## src/rtl/baud_pkg.sv

```systemverilog
package baud_pkg;
  localparam int BYTE_W      = 8;
  localparam int OFS_HI      = 0;
  localparam int OFS_LO      = 1;
  localparam int BIT_BRK_EN  = 7;
  localparam int BIT_EDGE_EN = 6;
  localparam int BIT_STOP2   = 5;
  localparam int N_IRQ       = 2;

  typedef struct packed {
    logic brk_en;
    logic edge_en;
    logic stop2;
  } ctrl_t;
endpackage

```

## src/rtl/baud_regfile.sv

```systemverilog
module baud_regfile
  import baud_pkg::*;
#(
  parameter int DIV_W     = 13,
  parameter int ADDR_W    = 1,
  parameter int RESET_DIV = 4
) (
  input  logic              clk,
  input  logic              rst_n,
  input  logic [ADDR_W-1:0] addr,
  input  logic              wr,
  input  logic [BYTE_W-1:0] wdata,
  output logic [BYTE_W-1:0] rdata,
  output ctrl_t             ctrl_o,
  output logic [DIV_W-1:0]  div_o,
  output logic              commit_o
);
  localparam int HI_W = DIV_W - BYTE_W;

  logic [HI_W-1:0]  stage_hi;
  logic [DIV_W-1:0] div_q;
  ctrl_t            ctrl_q;
  logic             wr_hi, wr_lo;
  logic [BYTE_W-1:0] rd_hi;

  assign wr_hi = wr && (addr == ADDR_W'(OFS_HI));
  assign wr_lo = wr && (addr == ADDR_W'(OFS_LO));

  always_ff @(posedge clk or negedge rst_n) begin
    if (!rst_n) begin
      stage_hi <= '0;
      ctrl_q   <= '0;
    end else if (wr_hi) begin
      stage_hi <= wdata[HI_W-1:0];
      ctrl_q   <= '{brk_en:  wdata[BIT_BRK_EN],
                    edge_en: wdata[BIT_EDGE_EN],
                    stop2:   wdata[BIT_STOP2]};
    end
  end

  always_ff @(posedge clk or negedge rst_n) begin
    if (!rst_n) div_q <= DIV_W'(RESET_DIV);
    else if (wr_lo) div_q <= {stage_hi, wdata};
  end

  always_comb begin
    rd_hi = '0;
    rd_hi[BIT_BRK_EN]  = ctrl_q.brk_en;
    rd_hi[BIT_EDGE_EN] = ctrl_q.edge_en;
    rd_hi[BIT_STOP2]   = ctrl_q.stop2;
    for (int i = 0; i < HI_W; i++) rd_hi[i] = div_q[BYTE_W+i];
  end

  always_comb begin
    if (addr == ADDR_W'(OFS_LO)) rdata = div_q[BYTE_W-1:0];
    else if (addr == ADDR_W'(OFS_HI)) rdata = rd_hi;
    else rdata = '0;
  end

  assign ctrl_o   = ctrl_q;
  assign div_o    = div_q;
  assign commit_o = wr_lo;
endmodule

```

## src/rtl/baud_tick_gen.sv

```systemverilog
module baud_tick_gen #(
  parameter int DIV_W = 13
) (
  input  logic             clk,
  input  logic             rst_n,
  input  logic [DIV_W-1:0] div,
  input  logic             restart,
  output logic             tick
);
  localparam logic [DIV_W-1:0] CNT_START = DIV_W'(1);

  logic [DIV_W-1:0] cnt;

  always_ff @(posedge clk or negedge rst_n) begin
    if (!rst_n) begin
      cnt  <= CNT_START;
      tick <= 1'b0;
    end else if (restart || div == '0) begin
      cnt  <= CNT_START;
      tick <= 1'b0;
    end else if (cnt >= div) begin
      cnt  <= CNT_START;
      tick <= 1'b1;
    end else begin
      cnt  <= cnt + 1'b1;
      tick <= 1'b0;
    end
  end
endmodule

```

## src/rtl/baud_irq_gate.sv

```systemverilog
module baud_irq_gate #(
  parameter int N = 2
) (
  input  logic [N-1:0] en,
  input  logic [N-1:0] flag,
  output logic [N-1:0] irq
);
  for (genvar g = 0; g < N; g++) begin : g_gate
    assign irq[g] = en[g] & flag[g];
  end
endmodule

```

## src/rtl/baud_div_regs.sv

```systemverilog
module baud_div_regs
  import baud_pkg::*;
#(
  parameter int DIV_W     = 13,
  parameter int ADDR_W    = 1,
  parameter int RESET_DIV = 4
) (
  input  logic              clk,
  input  logic              rst_n,
  input  logic [ADDR_W-1:0] reg_addr,
  input  logic              reg_wr,
  input  logic [7:0]        reg_wdata,
  output logic [7:0]        reg_rdata,
  input  logic              brk_flag,
  input  logic              edge_flag,
  output logic              brk_irq,
  output logic              edge_irq,
  output logic              two_stop,
  output logic              baud_tick
);
  ctrl_t             ctrl;
  logic [DIV_W-1:0]  div_act;
  logic              commit;
  logic [N_IRQ-1:0]  irq_vec;

  baud_regfile #(.DIV_W(DIV_W), .ADDR_W(ADDR_W), .RESET_DIV(RESET_DIV)) u_regs (
    .clk(clk), .rst_n(rst_n), .addr(reg_addr), .wr(reg_wr), .wdata(reg_wdata),
    .rdata(reg_rdata), .ctrl_o(ctrl), .div_o(div_act), .commit_o(commit)
  );

  baud_tick_gen #(.DIV_W(DIV_W)) u_tick (
    .clk(clk), .rst_n(rst_n), .div(div_act), .restart(commit), .tick(baud_tick)
  );

  baud_irq_gate #(.N(N_IRQ)) u_irq (
    .en({ctrl.edge_en, ctrl.brk_en}),
    .flag({edge_flag, brk_flag}),
    .irq(irq_vec)
  );

  assign brk_irq  = irq_vec[0];
  assign edge_irq = irq_vec[1];
  assign two_stop = ctrl.stop2;
endmodule

```

## config.mk

```make
export PLATFORM = sky130hd
export DESIGN_NAME = baud_div_regs
export DESIGN_NICKNAME = d
export VERILOG_FILES = /design/src/rtl/baud_pkg.sv /design/src/rtl/baud_regfile.sv /design/src/rtl/baud_tick_gen.sv /design/src/rtl/baud_irq_gate.sv /design/src/rtl/baud_div_regs.sv
export SDC_FILE = /design/constraint.sdc
export NUM_CORES = 1
export LEC_CHECK = 0
export ABC_AREA = 1
export BUFFER_PORTS_ARGS = -buffer_cell sky130_fd_sc_hd__buf_2
export CORE_MARGIN = 5
export CORE_UTILIZATION = 61
export CTS_CLUSTER_DIAMETER = 80
export DETAILED_ROUTE_END_ITERATION = 16
export PLACE_DENSITY = 0.89
export SKIP_LAST_GASP = 1
export SYNTH_ARGS = -nofsm -noshare
export SYNTH_HDL_FRONTEND = slang
export SYNTH_SLANG_ARGS = --single-unit
export TNS_END_PERCENT = 1
```

## constraint.sdc

```tcl
create_clock -name clk -period 2.9 [get_ports clk]
set_input_delay 0.58 -clock clk [delete_from_list [all_inputs] [get_ports clk]]
set_output_delay 0.58 -clock clk [all_outputs]
set_load 0.02 [all_outputs]
```

==> impl_metrics.json <==
{
  "core-area_um2": 3103,
  "slew_headroom_pct": 49.16,
  "switching_power_mw": 0.4358,
  "postCtsHoldBufs": 0,
  "grt_first_pass_wirelength_um": 6900,
  "cts_made_buffers": 5,
  "synth-simple-area-share_pct": 24.59,
  "min_path_type": "input port to asynchronous set/reset pin",
  "muxShareOfSynthArea_pct": 0,
  "syn_inst": 244,
  "cts_max_level": 2,
  "grt_max_degree": 36,
  "syn_area_um2": 1999,
  "setup_viol": 0,
  "clk_latency_ns": 0.34,
  "critical-path-top-delay-family": "simple AND/OR/NAND/NOR gates",
  "synthFlopType": "dfrtp_1",
  "start_util_pct": 64.44,
  "cts_resized": 0,
  "ios": 26,
  "cp_common_cell": "nand2_1",
  "synth_top_family_by_area": "simple AND/OR/NAND/NOR gates",
  "fin_nets": 299,
  "hold_viol": 0,
  "min_period_ns": 1.984,
  "vias": 1567,
  "fin_crit_sh_pct": 68.40,
  "drt-initial-drc-count": 96,
  "tightest_slew_ns": 0.7626,
  "status": "finished clean",
  "fin_worst_skew_ns": 0.01282,
  "gp_congestion": 0.8126,
  "final_core_util_pct": 71.69,
  "wl_um": 3896,
  "area_growth_pct": 11.26,
  "ys_warn_count": 0,
  "power_frac_comb_pct": 26.8,
  "slew_viol_final": 0,
  "viasPerCell": 4.959,
  "ir_drop_mv": 0.4465,
  "synth_compound_area_share_pct": 10.45,
  "path_cells": "inv_1 > ha_1 > nand2_1 > nand2_1 > nand2_1 > nand2_1 > o21bai_2 > nand3_2 > nor2_1",
  "fp.dieArea_um2": 4523,
  "clk_path_buf_depth": 2,
  "cp.required_ns": 3.15,
  "crit_buf_inv": 1,
  "chipHeight_um": 67.25,
  "p_int_mw": 0.8194,
  "gr-total-overflow": 0,
  "synth_fa_ha_area_share_pct": 8.761,
  "synthArstFlopShare_pct": 100.0,
  "seqPwrFrac_pct": 48.9,
  "synthDistinctLibCells": 27,
  "io_buffers": 25,
  "crit_slowest_cell": "dfstp_2",
  "timing.setup.tns_ns": 0,
  "cts-root-buf": "clkbuf_4",
  "switching_share_pct": 34.72,
  "final_area_um2": 2225,
  "post-cts-setup-buffers": 0,
  "cts.sinks": 35,
  "cpPeakStageDelay_ns": 0.56,
  "rsz0062_at_grt": "no",
  "avgSynthCellArea_um2": 8.194,
  "drtAntennaViolNets": 0,
  "first_pass_iters": 4,
  "drc": 0,
  "synth_edf_count": 0,
  "p_leak_nw": 1.175,
  "p_clk_share_pct": 24.3,
  "layout_common_cells": "nand2_1, inv_1, dfrtp_1",
  "synth_seq_area_share_pct": 43.93,
  "cts_tree": "done",
  "synth_seq_cells": 35,
  "antenna_cells": 0,
  "grt_pass1_vias": 1581,
  "dp_hpwl_um": 3040,
  "drive_gt1_share_pct": 22.06,
  "fp-row-count": 20,
  "place_area_um2": 2152,
  "crit_arrival_ns": 2.23,
  "fmax_ghz": 0.5041,
  "numPlacedInstances": 308,
  "end_kind": "flip-flop",
  "cap_violations": 0,
  "start_kind": "flip-flop",
  "synth_nets": 272,
  "final_common_cell": "nand2_1",
  "synthXorXnorAreaFrac_pct": 3.942,
  "worstSetupPathType": "flip-flop to flip-flop",
  "final_cells": 316,
  "n_fill_cell": 259,
  "crit_path_max_fanout": 12,
  "power_density_nw_per_um2": 564.2,
  "dieWidth_um": 67.25,
  "path_clk_slew_ns": 0.11,
  "grt_usage_pct": 20.69,
  "antenna_found_initial": 0,
  "post_drt_wl_per_cell_um": 12.33
}
layer usage:
| layer | vias to the layer above | track usage [%] | wire length [um] |
|---|---|---|---|
| li1 | 821 | - | - |
| met1 | 708 | 25.75 | 1817 |
| met2 | 29 | 35.09 | 1865 |
| met3 | 9 | 4.493 | 137 |
| met4 | 0 | 7.848 | 76 |
| met5 | - | 0 | 0 |
cells by family after synthesis:
group           count (synthesis)
buf+inv                        42
fa+ha+maj                      14
simple gates                  107
compound gates                 37
xor+xnor                        9
flops                          35
synthesized netlist by cell type (4+ instances only):
cell | n | share of area (%)
nand2_1 | 59 | 11
inv_1 | 35 | 6.6
dfrtp_1 | 33 | 41
o21ai_0 | 24 | 6.0
nor2_1 | 19 | 3.6
ha_1 | 14 | 8.8
nor2_2 | 13 | 4.1
a21oi_1 | 7 | 1.8
xor2_1 | 7 | 3.1
nand3_1 | 5 | 1.3
nand3_2 | 4 | 2.0
worst paths after layout:
path | start | slack [ns] | cells after the start | end
max in group asynchronous | rst_n | 2.11 | 1 | u_tick.cnt[11]
min reg2reg | u_regs.div_o[7] | 0.50 | 2 | u_regs.div_o[7]
max | u_regs.div_o[2] | 0.92 | 9 | u_tick.cnt[12]
max reg2reg | u_regs.div_o[2] | 0.92 | 9 | u_tick.cnt[12]
min in group clk | reg_wdata[2] | 0.49 | 3 | u_regs.div_o[2]
min | rst_n | 0.30 | 1 | u_regs.stage_hi[0]
state kept, by name, indices dropped and copies added (netlist names):
register and count:
u_tick.tick 1, u_regs.ctrl_o 3, u_regs.stage_hi 5, u_regs.div_o 13, u_tick.cnt 13
power groups by stage:
stage / Combinational, mW / Clock, mW / Sequential (mW)
CTS: 0.338 / 0.312 / 0.614
global placement: 0.315 / 0 / 0.621
floorplan: 0.246 / 0 / 0.610
finish: 0.336 / 0.305 / 0.614
detailed placement: 0.336 / 0 / 0.623
global route: 0.386 / 0.337 / 0.622
stage by stage:
stage	hold slack, ns	worst slack, ns	power (mW)
2_1_floorplan	0.2844	1.065	0.8554
3_3_place_gp	0.4714	0.9624	0.9353
3_5_place_dp	0.4763	0.8746	0.9594
4_1_cts	0.3185	0.9002	1.264
5_1_grt	0.3469	0.7341	1.345
6_report	0.2978	0.9164	1.255
area by class of cell:
class	count	area [um2]	area share, %
Clock buffer	7	65.06	2.925
Clock inverter	1	7.507	0.3375
Inverter	37	138.9	6.243
Multi-Input combinational cell	167	954.7	42.91
Sequential cell	35	878.3	39.48
Tap cell	44	55.05	2.475
Timing Repair Buffer	25	125.1	5.624
Power figures use the tool's default switching activity.
